File: config.mk
export PLATFORM = sky130hd
export DESIGN_NAME = serial_word_rx
export DESIGN_NICKNAME = d
export VERILOG_FILES = /design/src/rtl/serial_rx_pkg.sv /design/src/rtl/rx_sync.sv /design/src/rtl/rx_frame_fsm.sv /design/src/rtl/rx_chain_delay.sv /design/src/rtl/serial_word_rx.sv
export SDC_FILE = /design/constraint.sdc
export NUM_CORES = 1
export LEC_CHECK = 0
export BUFFER_PORTS_ARGS = -buffer_cell sky130_fd_sc_hd__buf_2
export CAP_MARGIN = 20
export CORE_MARGIN = 1.5
export CORE_UTILIZATION = 25
export DETAILED_ROUTE_END_ITERATION = 6
export PLACE_DENSITY_LB_ADDON = 0.1
export SYNTH_ARGS = -nofsm -noshare
export SYNTH_HDL_FRONTEND = slang
export SYNTH_SLANG_ARGS = --single-unit
File: constraint.sdc
create_clock -name clk -period 3.2 [get_ports clk]
set_input_delay 0 -clock clk [delete_from_list [all_inputs] [get_ports clk]]
set_output_delay 0 -clock clk [all_outputs]
set_load 0.005 [all_outputs]
File: src/rtl/serial_rx_pkg.sv
package serial_rx_pkg;

    typedef enum logic [1:0] {
        ST_IDLE  = 2'd0,
        ST_ARMED = 2'd1,
        ST_SHIFT = 2'd2,
        ST_HOLD  = 2'd3
    } rx_state_t;

    // Bit positions of the synchronised pin vector
    localparam int PIN_SCLK = 0;
    localparam int PIN_FS   = 1;
    localparam int PIN_DIN  = 2;
    localparam int PIN_CNT  = 3;

endpackage

File: src/rtl/rx_sync.sv
module rx_sync #(
    parameter int               WIDTH   = 3,
    parameter int               STAGES  = 2,
    parameter logic [WIDTH-1:0] RST_VAL = '0
) (
    input  logic             clk,
    input  logic             rst_n,
    input  logic [WIDTH-1:0] async_in,
    output logic [WIDTH-1:0] sync_out
);

    logic [WIDTH-1:0] stage_q [STAGES];

    generate
        for (genvar s = 0; s < STAGES; s++) begin : g_stage
            always_ff @(posedge clk) begin
                if (!rst_n) begin
                    stage_q[s] <= RST_VAL;
                end else if (s == 0) begin
                    stage_q[s] <= async_in;
                end else begin
                    stage_q[s] <= stage_q[(s == 0) ? 0 : s-1];
                end
            end
        end
    endgenerate

    assign sync_out = stage_q[STAGES-1];

endmodule

File: src/rtl/rx_frame_fsm.sv
module rx_frame_fsm
    import serial_rx_pkg::*;
#(
    parameter int WORD_W = 16
) (
    input  logic              clk,
    input  logic              rst_n,
    input  logic              mode_uc,
    input  logic              fs_lvl,
    input  logic              fs_fall,
    input  logic              fs_rise,
    input  logic              sclk_fall,
    input  logic              din_lvl,
    output logic              word_valid,
    output logic [WORD_W-1:0] word_data
);

    localparam int CNT_W = (WORD_W > 1) ? $clog2(WORD_W) : 1;
    localparam logic [CNT_W-1:0] LAST_CNT = CNT_W'(WORD_W - 1);

    rx_state_t         state_q, state_d;
    logic [CNT_W-1:0]  cnt_q;
    logic [WORD_W-1:0] shreg_q;
    logic              last_bit;
    logic              start_frame;
    logic              take_bit;
    logic              deliver_dsp;
    logic              deliver_uc;

    assign last_bit = (cnt_q == LAST_CNT);

    // Next-state decision
    always_comb begin
        state_d = state_q;
        unique case (state_q)
            ST_IDLE: begin
                if (mode_uc && fs_fall) begin
                    state_d = ST_SHIFT;
                end else if (!mode_uc && sclk_fall && fs_lvl) begin
                    state_d = ST_ARMED;
                end
            end
            ST_ARMED: begin
                if (fs_fall) begin
                    state_d = ST_SHIFT;
                end
            end
            ST_SHIFT: begin
                if (mode_uc && fs_rise) begin
                    state_d = ST_IDLE;
                end else if (!mode_uc && fs_fall) begin
                    state_d = ST_SHIFT;
                end else if (sclk_fall && last_bit) begin
                    state_d = mode_uc ? ST_HOLD : ST_IDLE;
                end
            end
            ST_HOLD: begin
                if (fs_rise) begin
                    state_d = ST_IDLE;
                end
            end
        endcase
    end

    // Datapath control
    always_comb begin
        start_frame = 1'b0;
        take_bit    = 1'b0;
        deliver_dsp = 1'b0;
        deliver_uc  = 1'b0;
        unique case (state_q)
            ST_IDLE:  start_frame = mode_uc && fs_fall;
            ST_ARMED: start_frame = fs_fall;
            ST_SHIFT: begin
                if (mode_uc && fs_rise) begin
                    take_bit = 1'b0;
                end else if (!mode_uc && fs_fall) begin
                    start_frame = 1'b1;
                end else if (sclk_fall) begin
                    take_bit    = 1'b1;
                    deliver_dsp = !mode_uc && last_bit;
                end
            end
            ST_HOLD:  deliver_uc = fs_rise;
        endcase
    end

    // State register
    always_ff @(posedge clk) begin
        if (!rst_n) begin
            state_q <= ST_IDLE;
        end else begin
            state_q <= state_d;
        end
    end

    // Shift register and bit counter
    always_ff @(posedge clk) begin
        if (!rst_n) begin
            cnt_q   <= '0;
            shreg_q <= '0;
        end else if (start_frame) begin
            cnt_q <= '0;
        end else if (take_bit) begin
            shreg_q <= {shreg_q[WORD_W-2:0], din_lvl};
            cnt_q   <= last_bit ? '0 : cnt_q + 1'b1;
        end
    end

    // Registered outputs
    always_ff @(posedge clk) begin
        if (!rst_n) begin
            word_valid <= 1'b0;
            word_data  <= '0;
        end else begin
            word_valid <= deliver_dsp || deliver_uc;
            if (deliver_dsp) begin
                word_data <= {shreg_q[WORD_W-2:0], din_lvl};
            end else if (deliver_uc) begin
                word_data <= shreg_q;
            end
        end
    end

endmodule

File: src/rtl/rx_chain_delay.sv
module rx_chain_delay #(
    parameter int DELAY = 16
) (
    input  logic clk,
    input  logic rst_n,
    input  logic shift,
    input  logic bit_in,
    input  logic enable,
    output logic bit_out
);

    localparam int STAGES = DELAY + 1;

    logic [STAGES-1:0] line_q;

    always_ff @(posedge clk) begin
        if (!rst_n) begin
            line_q <= '0;
        end else if (shift) begin
            line_q <= {line_q[STAGES-2:0], bit_in};
        end
    end

    always_ff @(posedge clk) begin
        if (!rst_n) begin
            bit_out <= 1'b0;
        end else begin
            bit_out <= enable && line_q[STAGES-1];
        end
    end

endmodule

File: src/rtl/serial_word_rx.sv
module serial_word_rx
    import serial_rx_pkg::*;
#(
    parameter int WORD_W      = 16,
    parameter int SYNC_STAGES = 2,
    parameter int CHAIN_DELAY = 16
) (
    input  logic              clk,
    input  logic              rst_n,
    input  logic              mode_uc,
    input  logic              chain_en,
    input  logic              sclk_in,
    input  logic              fs_in,
    input  logic              din_in,
    output logic              word_valid,
    output logic [WORD_W-1:0] word_data,
    output logic              chain_out
);

    localparam logic [PIN_CNT-1:0] PIN_RST = PIN_CNT'(1) << PIN_FS;

    logic [PIN_CNT-1:0] pins_s;
    logic [1:0]         prev_q;
    logic               sclk_s;
    logic               fs_s;
    logic               din_s;
    logic               sclk_fall;
    logic               fs_fall;
    logic               fs_rise;

    rx_sync #(
        .WIDTH   (PIN_CNT),
        .STAGES  (SYNC_STAGES),
        .RST_VAL (PIN_RST)
    ) i_sync (
        .clk      (clk),
        .rst_n    (rst_n),
        .async_in ({din_in, fs_in, sclk_in}),
        .sync_out (pins_s)
    );

    assign sclk_s = pins_s[PIN_SCLK];
    assign fs_s   = pins_s[PIN_FS];
    assign din_s  = pins_s[PIN_DIN];

    // Previous levels for edge detection: bit 0 serial clock, bit 1 frame-sync
    always_ff @(posedge clk) begin
        if (!rst_n) begin
            prev_q <= 2'b10;
        end else begin
            prev_q <= {fs_s, sclk_s};
        end
    end

    assign sclk_fall = prev_q[0] && !sclk_s;
    assign fs_fall   = prev_q[1] && !fs_s;
    assign fs_rise   = !prev_q[1] && fs_s;

    rx_frame_fsm #(
        .WORD_W (WORD_W)
    ) i_fsm (
        .clk        (clk),
        .rst_n      (rst_n),
        .mode_uc    (mode_uc),
        .fs_lvl     (fs_s),
        .fs_fall    (fs_fall),
        .fs_rise    (fs_rise),
        .sclk_fall  (sclk_fall),
        .din_lvl    (din_s),
        .word_valid (word_valid),
        .word_data  (word_data)
    );

    rx_chain_delay #(
        .DELAY (CHAIN_DELAY)
    ) i_chain (
        .clk     (clk),
        .rst_n   (rst_n),
        .shift   (sclk_fall),
        .bit_in  (din_s),
        .enable  (chain_en),
        .bit_out (chain_out)
    );

endmodule

==> tab_implementation.tex <==
\begin{tabular}{lr}
\hline
Metric & Value \\
\hline
\multicolumn{2}{l}{\textbf{Critical path}} \\
\quad Arrival time reported for the critical path endpoint & roughly 2.3 ns \\
\quad Critical R2R Launch & i\_fsm.state\_q[1] \\
\quad Critical path class & reg2reg \\
\quad CP required & 3.39 ns \\
\quad Endpoint kind of the worst setup timing path & flop \\
\quad Worst Path Max Fanout & 33 \\
\quad Startpoint type of the worst setup path & flop \\
\quad Worst setup startpoint & i\_fsm.state\_q[1] \\
\multicolumn{2}{l}{\textbf{GRT}} \\
\quad Pin count of the biggest net entering global routing & 34 \\
\quad Overflow after GRT & 0 \\
\quad Global-route wire length before repair & slightly below 9000 um \\
\quad Global router's overall resource usage & between 10\% and 20\% \\
\quad Via count of the first global-routing pass & roughly 1900 \\
\quad Initial antenna violation count & 0 \\
\multicolumn{2}{l}{\textbf{Clock tree}} \\
\quad Number of sinks handled by clock tree synthesis & between 60 and 70 \\
\quad TritonCTS clock tree & yes \\
\quad Cts hold-fix bufs & 6 \\
\quad CTS root buffer & clkbuf\_8 \\
\quad H-tree levels & 3 \\
\quad Source-to-sink clock delay at the later pin of the worst-skew pair & 0.34 ns \\
\quad Post-cts sizing count & 0 \\
\quad Number of buffers inserted during clock tree synthesis & 9 \\
\quad Clock Tree Buf Depth & 2 \\
\quad \# Post-CTS Setup Buffers & 0 \\
\quad Clock transition at the register clock pins on the worst setup and hold paths after CTS & 0.07 ns \\
\multicolumn{2}{l}{\textbf{Synth}} \\
\quad Synth Flop Type & dfxtp\_1 \\
\quad Syn Area/Cell & 9.40 um2 \\
\quad Synth async-reset ratio & 0\% \\
\quad Share of the yosys chip area belonging to registers & 50.7\% \\
\quad Ranking of synthesized cells by instance count & 65 x dfxtp\_1, 37 x nand2\_1, 35 x nor2\_1 \\
\quad Share of Yosys cell area claimed by the top area cell type & 50.7\% \\
\quad Most frequently used cell type in the post-synthesis netlist & dfxtp\_1 \\
\quad Yosys cell types & 36 \\
\quad Main area contributors after synthesis & dfxtp\_1 51\%, mux2i\_1 13\%, nand2\_1 5.4\% \\
\quad Number of flops mapped to enable cells by yosys & 0 \\
\quad Largest area contributor in the synthesized netlist & dfxtp\_1 \\
\quad Post-Syn Nets & roughly 280 \\
\quad Yosys warns & 0 \\
\quad Synthesized cell area & 2570 um2 \\
\quad Synthesized netlist cell count & between 200 and 300 \\
\quad Number of register bits inferred by synthesis & 65 \\
\multicolumn{2}{l}{\textbf{Drt}} \\
\quad Via density & 4.39 \\
\quad DRT antenna net count & 0 \\
\quad Detailed Route Iter0 Violations & 51 \\
\quad First-pass iteration count of the detailed router & 4 \\
\quad Length of routed met2 wiring & 2430 um \\
\quad Highest metal layer used by the detailed router & met4 \\
\quad Met3 Routed Length & approximately 190 um \\
\quad Wire length per cell after detailed routing & 11.8 um \\
\quad Wire length on met1 & 2460 um \\
\quad Number of DRC violations after detailed routing & 0 \\
\quad Via total after detailed routing & 1925 \\
\quad DRT Wirelength & slightly above 5000 um \\
\multicolumn{2}{l}{\textbf{Placement}} \\
\quad Final weighted congestion in routability-driven placement & 0.670 \\
\quad Post-detail-place hpwl & 3200 um \\
\quad Input/output buffers & 24 \\
\multicolumn{2}{l}{\textbf{Floorplanning}} \\
\quad Starting Density & 26.0\% \\
\quad \# IOs & 25 \\
\quad Total number of placement rows & 36 \\
\quad Die span in x & 104 um \\
\quad DIE AREA & about 11000 um2 \\
\quad Core footprint & 9860 um2 \\
\quad Die Y & 104 um \\
\multicolumn{2}{l}{\textbf{STA}} \\
\quad Setup repair after global routing missed its margin & no \\
\quad Max-slew violation total from the final report & 0 \\
\quad Portion of the clock cycle consumed by the worst path in the final layout & about two thirds \\
\quad Min Clock Period, post-route & 2.09 ns \\
\quad Final setup skew & 0.00549 ns \\
\quad Final setup violation count & 0 \\
\quad Hold violation total from the final report & 0 \\
\quad Total negative slack & 0 ns \\
\quad Slew HR & about two fifths \\
\quad Actual transition at the worst max-transition pin & 0.876 ns \\
\quad Highest attainable clock frequency & 0.478 GHz \\
\multicolumn{2}{l}{\textbf{Cells and area}} \\
\quad Fraction of final layout cells sized beyond drive strength 1 & between 10\% and 20\% \\
\quad Nets & around 310 \\
\quad Final Core Density & between 30\% and 40\% \\
\quad Area growth, synth to finish & 19.2\% \\
\quad \# diodes & 0 \\
\multicolumn{2}{l}{\textbf{Min path}} \\
\quad Path category of the worst min-delay check & in2reg \\
\quad Min-Delay Startpoint & mode\_uc \\
\multicolumn{2}{l}{\textbf{Power}} \\
\quad IR drop worst, VDD & 0.000193 V \\
\quad Power per Cell Area & 525 nW/um2 \\
\quad Standby leakage power & 1.40 nW \\
\quad Sum of internal, switching and leakage power & 1.61 mW \\
\multicolumn{2}{l}{\textbf{Job}} \\
\quad Total of max-cap violations & 0 \\
\multicolumn{2}{l}{\textbf{Status}} \\
\quad Result of the run & complete, no violations \\
\hline
\end{tabular}
## critical path, cell delays in order, from the launching register on
cell and delay (ns):
dfxtp_1 0.48, and4bb_2 0.32, nand4b_2 0.69, nor2_1 0.35, a211oi_1 0.08
## power breakdown
part,internal (mW),switching [mW]
Clock,0.440,0.301
Sequential,0.814,0.00519
Combinational,0.0195,0.0273
## cells by family after synthesis
| kind of cell | synth area share [%] |
|---|---|
| buffers and inverters | 4.53 |
| AOI/OAI and AO/OA | 12.7 |
| and+or+nand+nor | 18.4 |
| DFF | 50.7 |
| muxes | 12.9 |
| xor gates and xnor gates | 0.341 |
| adders and majority gates | 0.487 |
## placed cells by master (no fill, tap or decap), drive strengths merged
| master | Yosys | routed |
|---|---|---|
| a211oi | 17 | 17 |
| or3 | 2 | 2 |
| o221a | 1 | 1 |
| a21oi | 25 | 25 |
| nor2b | 2 | 2 |
| nand2 | 37 | 37 |
| clkbuf | 9 | 13 |
| and2 | 6 | 6 |
| nand3 | 2 | 2 |
| nand2b | 6 | 6 |
| nor3b | 2 | 2 |
| o21ai | 3 | 3 |
| buf | 9 | 29 |
| clkinv | 1 | 2 |
| nand3b | 1 | 1 |
| dlygate4sd3 | 0 | 6 |
| and4bb | 1 | 1 |
| nor2 | 35 | 35 |
| inv | 2 | 2 |
| and3 | 3 | 3 |
| o32a | 1 | 1 |
| or3b | 2 | 2 |
| mux2i | 33 | 33 |
| or2 | 1 | 1 |
| bufinv | 0 | 1 |
| nand4b | 1 | 1 |
| a21o | 1 | 1 |
| xor2 | 1 | 1 |
| dfxtp | 65 | 65 |
| ha | 1 | 1 |
| o211ai | 2 | 2 |
| a32oi | 1 | 1 |
## state kept, by name, summed over array words and instances, names as in the netlist
| name | flops |
|---|---|
| i_chain.bit_out | 1 |
| i_chain.line_q | 17 |
| i_fsm.cnt_q | 4 |
| i_fsm.shreg_q | 16 |
| i_fsm.state_q | 2 |
| i_fsm.word_data | 16 |
| i_fsm.word_valid | 1 |
| i_sync.stage_q | 6 |
| prev_q | 2 |
## routing by layer
layer | track usage (%) | vias to the layer above
li1 | - | 994
met1 | 11.9 | 898
met2 | 16.9 | 24
met3 | 3.76 | 9
met4 | 4.46 | 0
met5 | 0 | -
## area by class of cell
type | count | area (um2)
clock buffers | 13 | 179
flip-flops and latches | 65 | 1300
inverters | 3 | 11.3
clock inverters | 2 | 35.0
fillers | 1064 | 6800
repair buffers | 35 | 218
well taps | 133 | 166
multi-input cells | 187 | 1150
## worst paths after layout
check	depth (start not counted)	slack, ns	end
max	4	1.11	i_fsm.word_data[3]
min	4	0.23	i_fsm.state_q[1]
max reg2reg	4	1.11	i_fsm.word_data[3]
min reg2reg	1	0.43	i_sync.stage_q[1][1]
## per-stage QoR
| stage | setup WS, ns | hold slack [ns] | cells | area, um2 |
|---|---|---|---|---|
| 6_report | 1.11 | 0.225 | 438 | 3060 |
| 5_1_grt | 0.907 | 0.236 | 438 | 3060 |
| 4_1_cts | 1.12 | 0.194 | 438 | 3060 |
| 3_5_place_dp | 1.13 | 0.185 | 417 | 2790 |
| 3_3_place_gp | 1.10 | 0.183 | 417 | 2790 |
| 2_1_floorplan | 1.79 | 0.101 | 273 | 2570 |
Power figures use the tool's default switching activity.
